### config.mk
export PLATFORM = sky130hd
export DESIGN_NAME = dual_bus_shreg
export DESIGN_NICKNAME = d
export VERILOG_FILES = /design/src/rtl/dbr_pkg.sv /design/src/rtl/dbr_ctrl.sv /design/src/rtl/dbr_datapath.sv /design/src/rtl/dual_bus_shreg.sv
export SDC_FILE = /design/constraint.sdc
export NUM_CORES = 1
export LEC_CHECK = 0
export BUFFER_PORTS_ARGS = -buffer_cell sky130_fd_sc_hd__buf_2
export CORE_UTILIZATION = 40
export DETAILED_ROUTE_END_ITERATION = 12
export GPL_ROUTABILITY_DRIVEN = 0
export PLACE_DENSITY = 0.74
export SYNTH_ARGS = -nofsm -noshare
export SYNTH_HDL_FRONTEND = slang
export SYNTH_HIERARCHICAL = 1
export SYNTH_SLANG_ARGS = --single-unit
### constraint.sdc
create_clock -name clk -period 1.5 [get_ports clk]
set_clock_uncertainty 0.15 [all_clocks]
set_input_delay 0.225 -clock clk [delete_from_list [all_inputs] [get_ports clk]]
set_output_delay 0.225 -clock clk [all_outputs]
set_load 0.01 [all_outputs]
### src/rtl/dbr_pkg.sv
package dbr_pkg;

  // Strobes passed from the control decoder to the datapath
  typedef struct packed {
    logic shiftEn;     // serial shift on next edge
    logic loadEn;      // parallel capture on next edge
    logic passThru;    // transparent path to the driven bus
    logic srcIsA;      // source bus select: 1 = A, 0 = B
    logic driveA;      // output enable for bus A
    logic driveB;      // output enable for bus B
  } dbrStrobes_t;

endpackage

### src/rtl/dbr_ctrl.sv
module dbr_ctrl
  import dbr_pkg::*;
(
  input  logic        rstN,
  input  logic        dirAtoB,
  input  logic        aEnable,
  input  logic        parMode,
  input  logic        asyncMode,
  output dbrStrobes_t strobes
);

  logic srcValid;

  // A source only counts when its lines are enabled; B is always usable
  assign srcValid = dirAtoB ? aEnable : 1'b1;

  always_comb begin
    strobes          = '0;
    strobes.srcIsA   = dirAtoB;
    strobes.shiftEn  = ~parMode;
    // Parallel with an invalid source leaves the load off, so the stages recirculate
    strobes.loadEn   = parMode & srcValid;
    // Asynchronous transfer is only honoured in parallel mode
    strobes.passThru = parMode & asyncMode & srcValid;
    strobes.driveA   = rstN & ~dirAtoB & aEnable;
    strobes.driveB   = rstN & dirAtoB;
  end

endmodule

### src/rtl/dbr_datapath.sv
module dbr_datapath
  import dbr_pkg::*;
#(
  parameter int WIDTH = 8
) (
  input  logic             clk,
  input  logic             rstN,
  input  dbrStrobes_t      strobes,
  input  logic             serIn,
  input  logic [WIDTH-1:0] aIn,
  input  logic [WIDTH-1:0] bIn,
  output logic [WIDTH-1:0] storedWord,
  output logic [WIDTH-1:0] busWord,
  output logic             serOut
);

  localparam int LAST = WIDTH - 1;

  logic [WIDTH-1:0] srcWord;
  logic [WIDTH:0]   chainIn;

  assign srcWord    = strobes.srcIsA ? aIn : bIn;
  assign chainIn[0] = serIn;

  genvar gi;
  generate
    for (gi = 0; gi < WIDTH; gi++) begin : g_stage
      logic stageQ;
      always_ff @(posedge clk) begin
        if (!rstN)                stageQ <= 1'b0;
        else if (strobes.shiftEn) stageQ <= chainIn[gi];
        else if (strobes.loadEn)  stageQ <= srcWord[gi];
      end
      assign chainIn[gi+1]  = stageQ;
      assign storedWord[gi] = stageQ;
    end
  endgenerate

  assign busWord = strobes.passThru ? srcWord : storedWord;
  assign serOut  = chainIn[LAST+1];

endmodule

### src/rtl/dual_bus_shreg.sv
module dual_bus_shreg
  import dbr_pkg::*;
#(
  parameter int WIDTH = 8
) (
  input  logic             clk,
  input  logic             rstN,
  input  logic             dirAtoB,
  input  logic             aEnable,
  input  logic             parMode,
  input  logic             asyncMode,
  input  logic             serIn,
  input  logic [WIDTH-1:0] aIn,
  output logic [WIDTH-1:0] aOut,
  output logic             aOe,
  input  logic [WIDTH-1:0] bIn,
  output logic [WIDTH-1:0] bOut,
  output logic             bOe,
  output logic             serOut
);

  dbrStrobes_t      strobes;
  logic [WIDTH-1:0] storedWord;
  logic [WIDTH-1:0] busWord;

  dbr_ctrl u_ctrl (
    .rstN      (rstN),
    .dirAtoB   (dirAtoB),
    .aEnable   (aEnable),
    .parMode   (parMode),
    .asyncMode (asyncMode),
    .strobes   (strobes)
  );

  dbr_datapath #(.WIDTH(WIDTH)) u_dp (
    .clk        (clk),
    .rstN       (rstN),
    .strobes    (strobes),
    .serIn      (serIn),
    .aIn        (aIn),
    .bIn        (bIn),
    .storedWord (storedWord),
    .busWord    (busWord),
    .serOut     (serOut)
  );

  assign aOut = busWord;
  assign bOut = busWord;
  assign aOe  = strobes.driveA;
  assign bOe  = strobes.driveB;

endmodule

After elaboration in Yosys (flattened, before gate mapping) --
Index checks and enable logic that the tools add are counted. Widths: inputs -> output; s select.
Word-level totals: bits in registers 8, input bits 23, output and inout bits 19, word-level logic and storage cells 35
Cells by class: eq/ne operators 1, muxes and demuxes 19, bitwise logic cells 7
Operators with widths (number):
- $mux 1 | 17
- $mux 8 | 2
- $and 1x1->1 | 6
- $ne 2x1->1 const B | 1
- $not 1->1 | 1

Depth between registers and ports, before layout --
depth in word-level cells 4, mapped depth 7

Cells and area by module --
Netlist, hierarchy kept.
By module, submodules not included:
- dbr_datapath | instances 1, cells an instance 72, area an instance 618.1 µm², sequential area each 160.2 µm²
- dual_bus_shreg | instances 1, cells an instance 8, area an instance 60.1 µm², sequential area each 0.0 µm²
- dbr_ctrl | instances 1, cells an instance 8, area an instance 43.8 µm², sequential area each 0.0 µm²

Worst setup path before layout --
Ideal clock, no wire load.
path kind input to output, from in aEnable, to out bOut[6], arrival time 1.243 ns, required time 1.125 ns, path slack -0.118 ns, stages 6, path through nand2b_1 -> and3_1 -> buf_2 -> buf_4 -> a21oi_1 -> buf_4
RTL lines:
- start, declared | RTL line dual_bus_shreg.sv:9 | input logic aEnable,
- end, declared | RTL line dual_bus_shreg.sv:17 | output logic [WIDTH-1:0] bOut,

==> impl_metrics.json <==
{
  "antenna_cells": 0,
  "drive_gt1_frac": 0.612,
  "period_share": 0.992,
  "insertion_delay_ns": 0.25,
  "syn-cell-area_um2": 662,
  "max_cap_viol_count": 0,
  "placed_area_um2": 928,
  "worst-path-max-fanout": 8,
  "powerDensity_mw_per_mm2": 659,
  "vias_per_cell": 5.42,
  "io_buffers": 41,
  "cp-end-kind": "output port",
  "syn_inst": 80,
  "rows": 14,
  "syn_area_per_cell_um2": 8.27,
  "die_area_mm2": 0.00182,
  "drcViolationCount": 0,
  "tritoncts": "built",
  "grt_first_pass_wirelength_mm": 2.75,
  "vias": 716,
  "cts.sinks": 8,
  "worst-r2r-setup-slack_ns": 0.62,
  "cp.arrival_ns": 1.11,
  "slew_viol_final": 0,
  "ios": 42,
  "clock-root-buffer": "clkbuf_4",
  "clk_path_buf_depth": 2,
  "rsz0062_at_grt": "yes",
  "start_util": 0.434,
  "hpwl_mm": 1.23,
  "overflow": 0,
  "wire_per_inst_um": 13.1,
  "fp.dieW_um": 42.7,
  "hold_viol_final": 0,
  "core-area_mm2": 0.00152,
  "fp.dieH_um": 42.7,
  "critPathLaunchType": "input port",
  "postCtsSetupBuffers": 0,
  "ir_drop_mv": 0.370,
  "yosys_warnings": 6,
  "h-tree-depth": 1,
  "worstPathRequired_ns": 1.12,
  "clk_pin_slew_ns": 0.06,
  "fin_nets": 141,
  "max_slew_margin": 0.750,
  "fin_area_mm2": 0.00105,
  "synth_nets": 103,
  "grt_max_degree": 13,
  "drt_iter0_markers": 18,
  "hp-class": "in -> reg",
  "p_total_mw": 0.691,
  "areaGrowthSynthToFinish_pct": 58.4,
  "tightest_slew_ns": 0.364,
  "setup_ws_ns": 0.0113,
  "cts_inserted_buffers": 3,
  "grt_pass1_vias": 637,
  "setup_viol": 0,
  "ctsHoldBuffers": 0,
  "max_freq_ghz": 0.672,
  "totalWireLength_mm": 1.73,
  "n_fill_cell": 118,
  "pre_cts_slack_ns": -0.0932,
  "antenna_found_initial": 0,
  "run_status": "finished clean",
  "grt.total_usage": 0.202,
  "drtAntennaViolNets": 0,
  "period_needed_ns": 1.49,
  "holdWs_ns": 0.0564,
  "static-leakage-power_nw": 0.494,
  "firstDrtPassIters": 4,
  "setup.worst_path.class": "in -> out"
}
[stage by stage]
stage	util	instances	setup TNS [ns]
after floorplan	-	80	0
after global placement	0.609	128	-0.725
after detailed placement	0.609	128	-1.16
after CTS	0.688	132	0
after global routing	0.688	132	-0.147
final	0.688	132	0
[metal layers]
| layer | global-route usage | up-vias | routed length [µm] | share of wire |
|---|---|---|---|---|
| met1 | 0.252 | 326 | 696 | 0.40 |
| li1 | - | 353 | - | - |
| met5 | 0 | - | 0 | 0 |
| met3 | 0.0255 | 4 | 85 | 0.049 |
| met2 | 0.330 | 33 | 929 | 0.54 |
| met4 | 0.113 | 0 | 22 | 0.013 |
[worst max-delay path: stages]
cell and delay (ns):
buf_6 0.09, nand2b_4 0.13, and3_4 0.20, buf_12 0.16
nor2_4 0.12, a21oi_4 0.03, buf_2 0.14
[power breakdown]
group | switching [mW] | internal, mW
registers | 0.0163 | 0.225
logic | 0.144 | 0.140
clock network | 0.0735 | 0.0916
total | 0.234 | 0.457
[placed cells by master (no fill, tap or decap)]
cell / count
nand2b_4: 2
inv_1: 1
o221ai_1: 8
and3_4: 1
buf_16: 1
nand3_1: 8
nand2b_1: 8
buf_12: 1
and2_1: 2
mux2i_1: 8
nor2_1: 1
dfxtp_1: 8
clkbuf_4: 3
nor2_4: 8
buf_6: 2
buf_2: 39
nand2_1: 1
a21oi_4: 8
buf_4: 5
nand3b_4: 1
[registers in the layout, summed over array words and instances, names as in the netlist]
signal / flops
u_dp/g_stage.stageQ: 7
u_dp/serOut: 1
[final timing paths]
check,depth (start not counted),startpoint,end
setup / recovery,7,aEnable,bOut[4]
hold / removal,3,serIn,u_dp/g_stage[0].stageQ$_SDFFE_PN0P_
hold reg to reg,2,u_dp/g_stage[1].stageQ$_SDFFE_PN0P_,u_dp/g_stage[1].stageQ$_SDFFE_PN0P_
setup reg to reg,2,u_dp/g_stage[3].stageQ$_SDFFE_PN0P_,u_dp/g_stage[3].stageQ$_SDFFE_PN0P_
[area by class of cell]
class / instances / area (µm²) / area share
clock buffers: 3 / 22.5 / 0.0215
inverters: 1 / 3.75 / 0.00358
multi-input cells: 56 / 539 / 0.514
flip-flops and latches: 8 / 160 / 0.153
well taps: 16 / 20.0 / 0.0191
repair buffers: 48 / 303 / 0.289
[what timing repair did]
action	CTS	global route
resized for setup	18	0
endpoints found under the hold margin	0	0
endpoints found under the setup margin	16	9
cloned	1	0
pin swaps	2	3
Power figures use the tool's default switching activity.
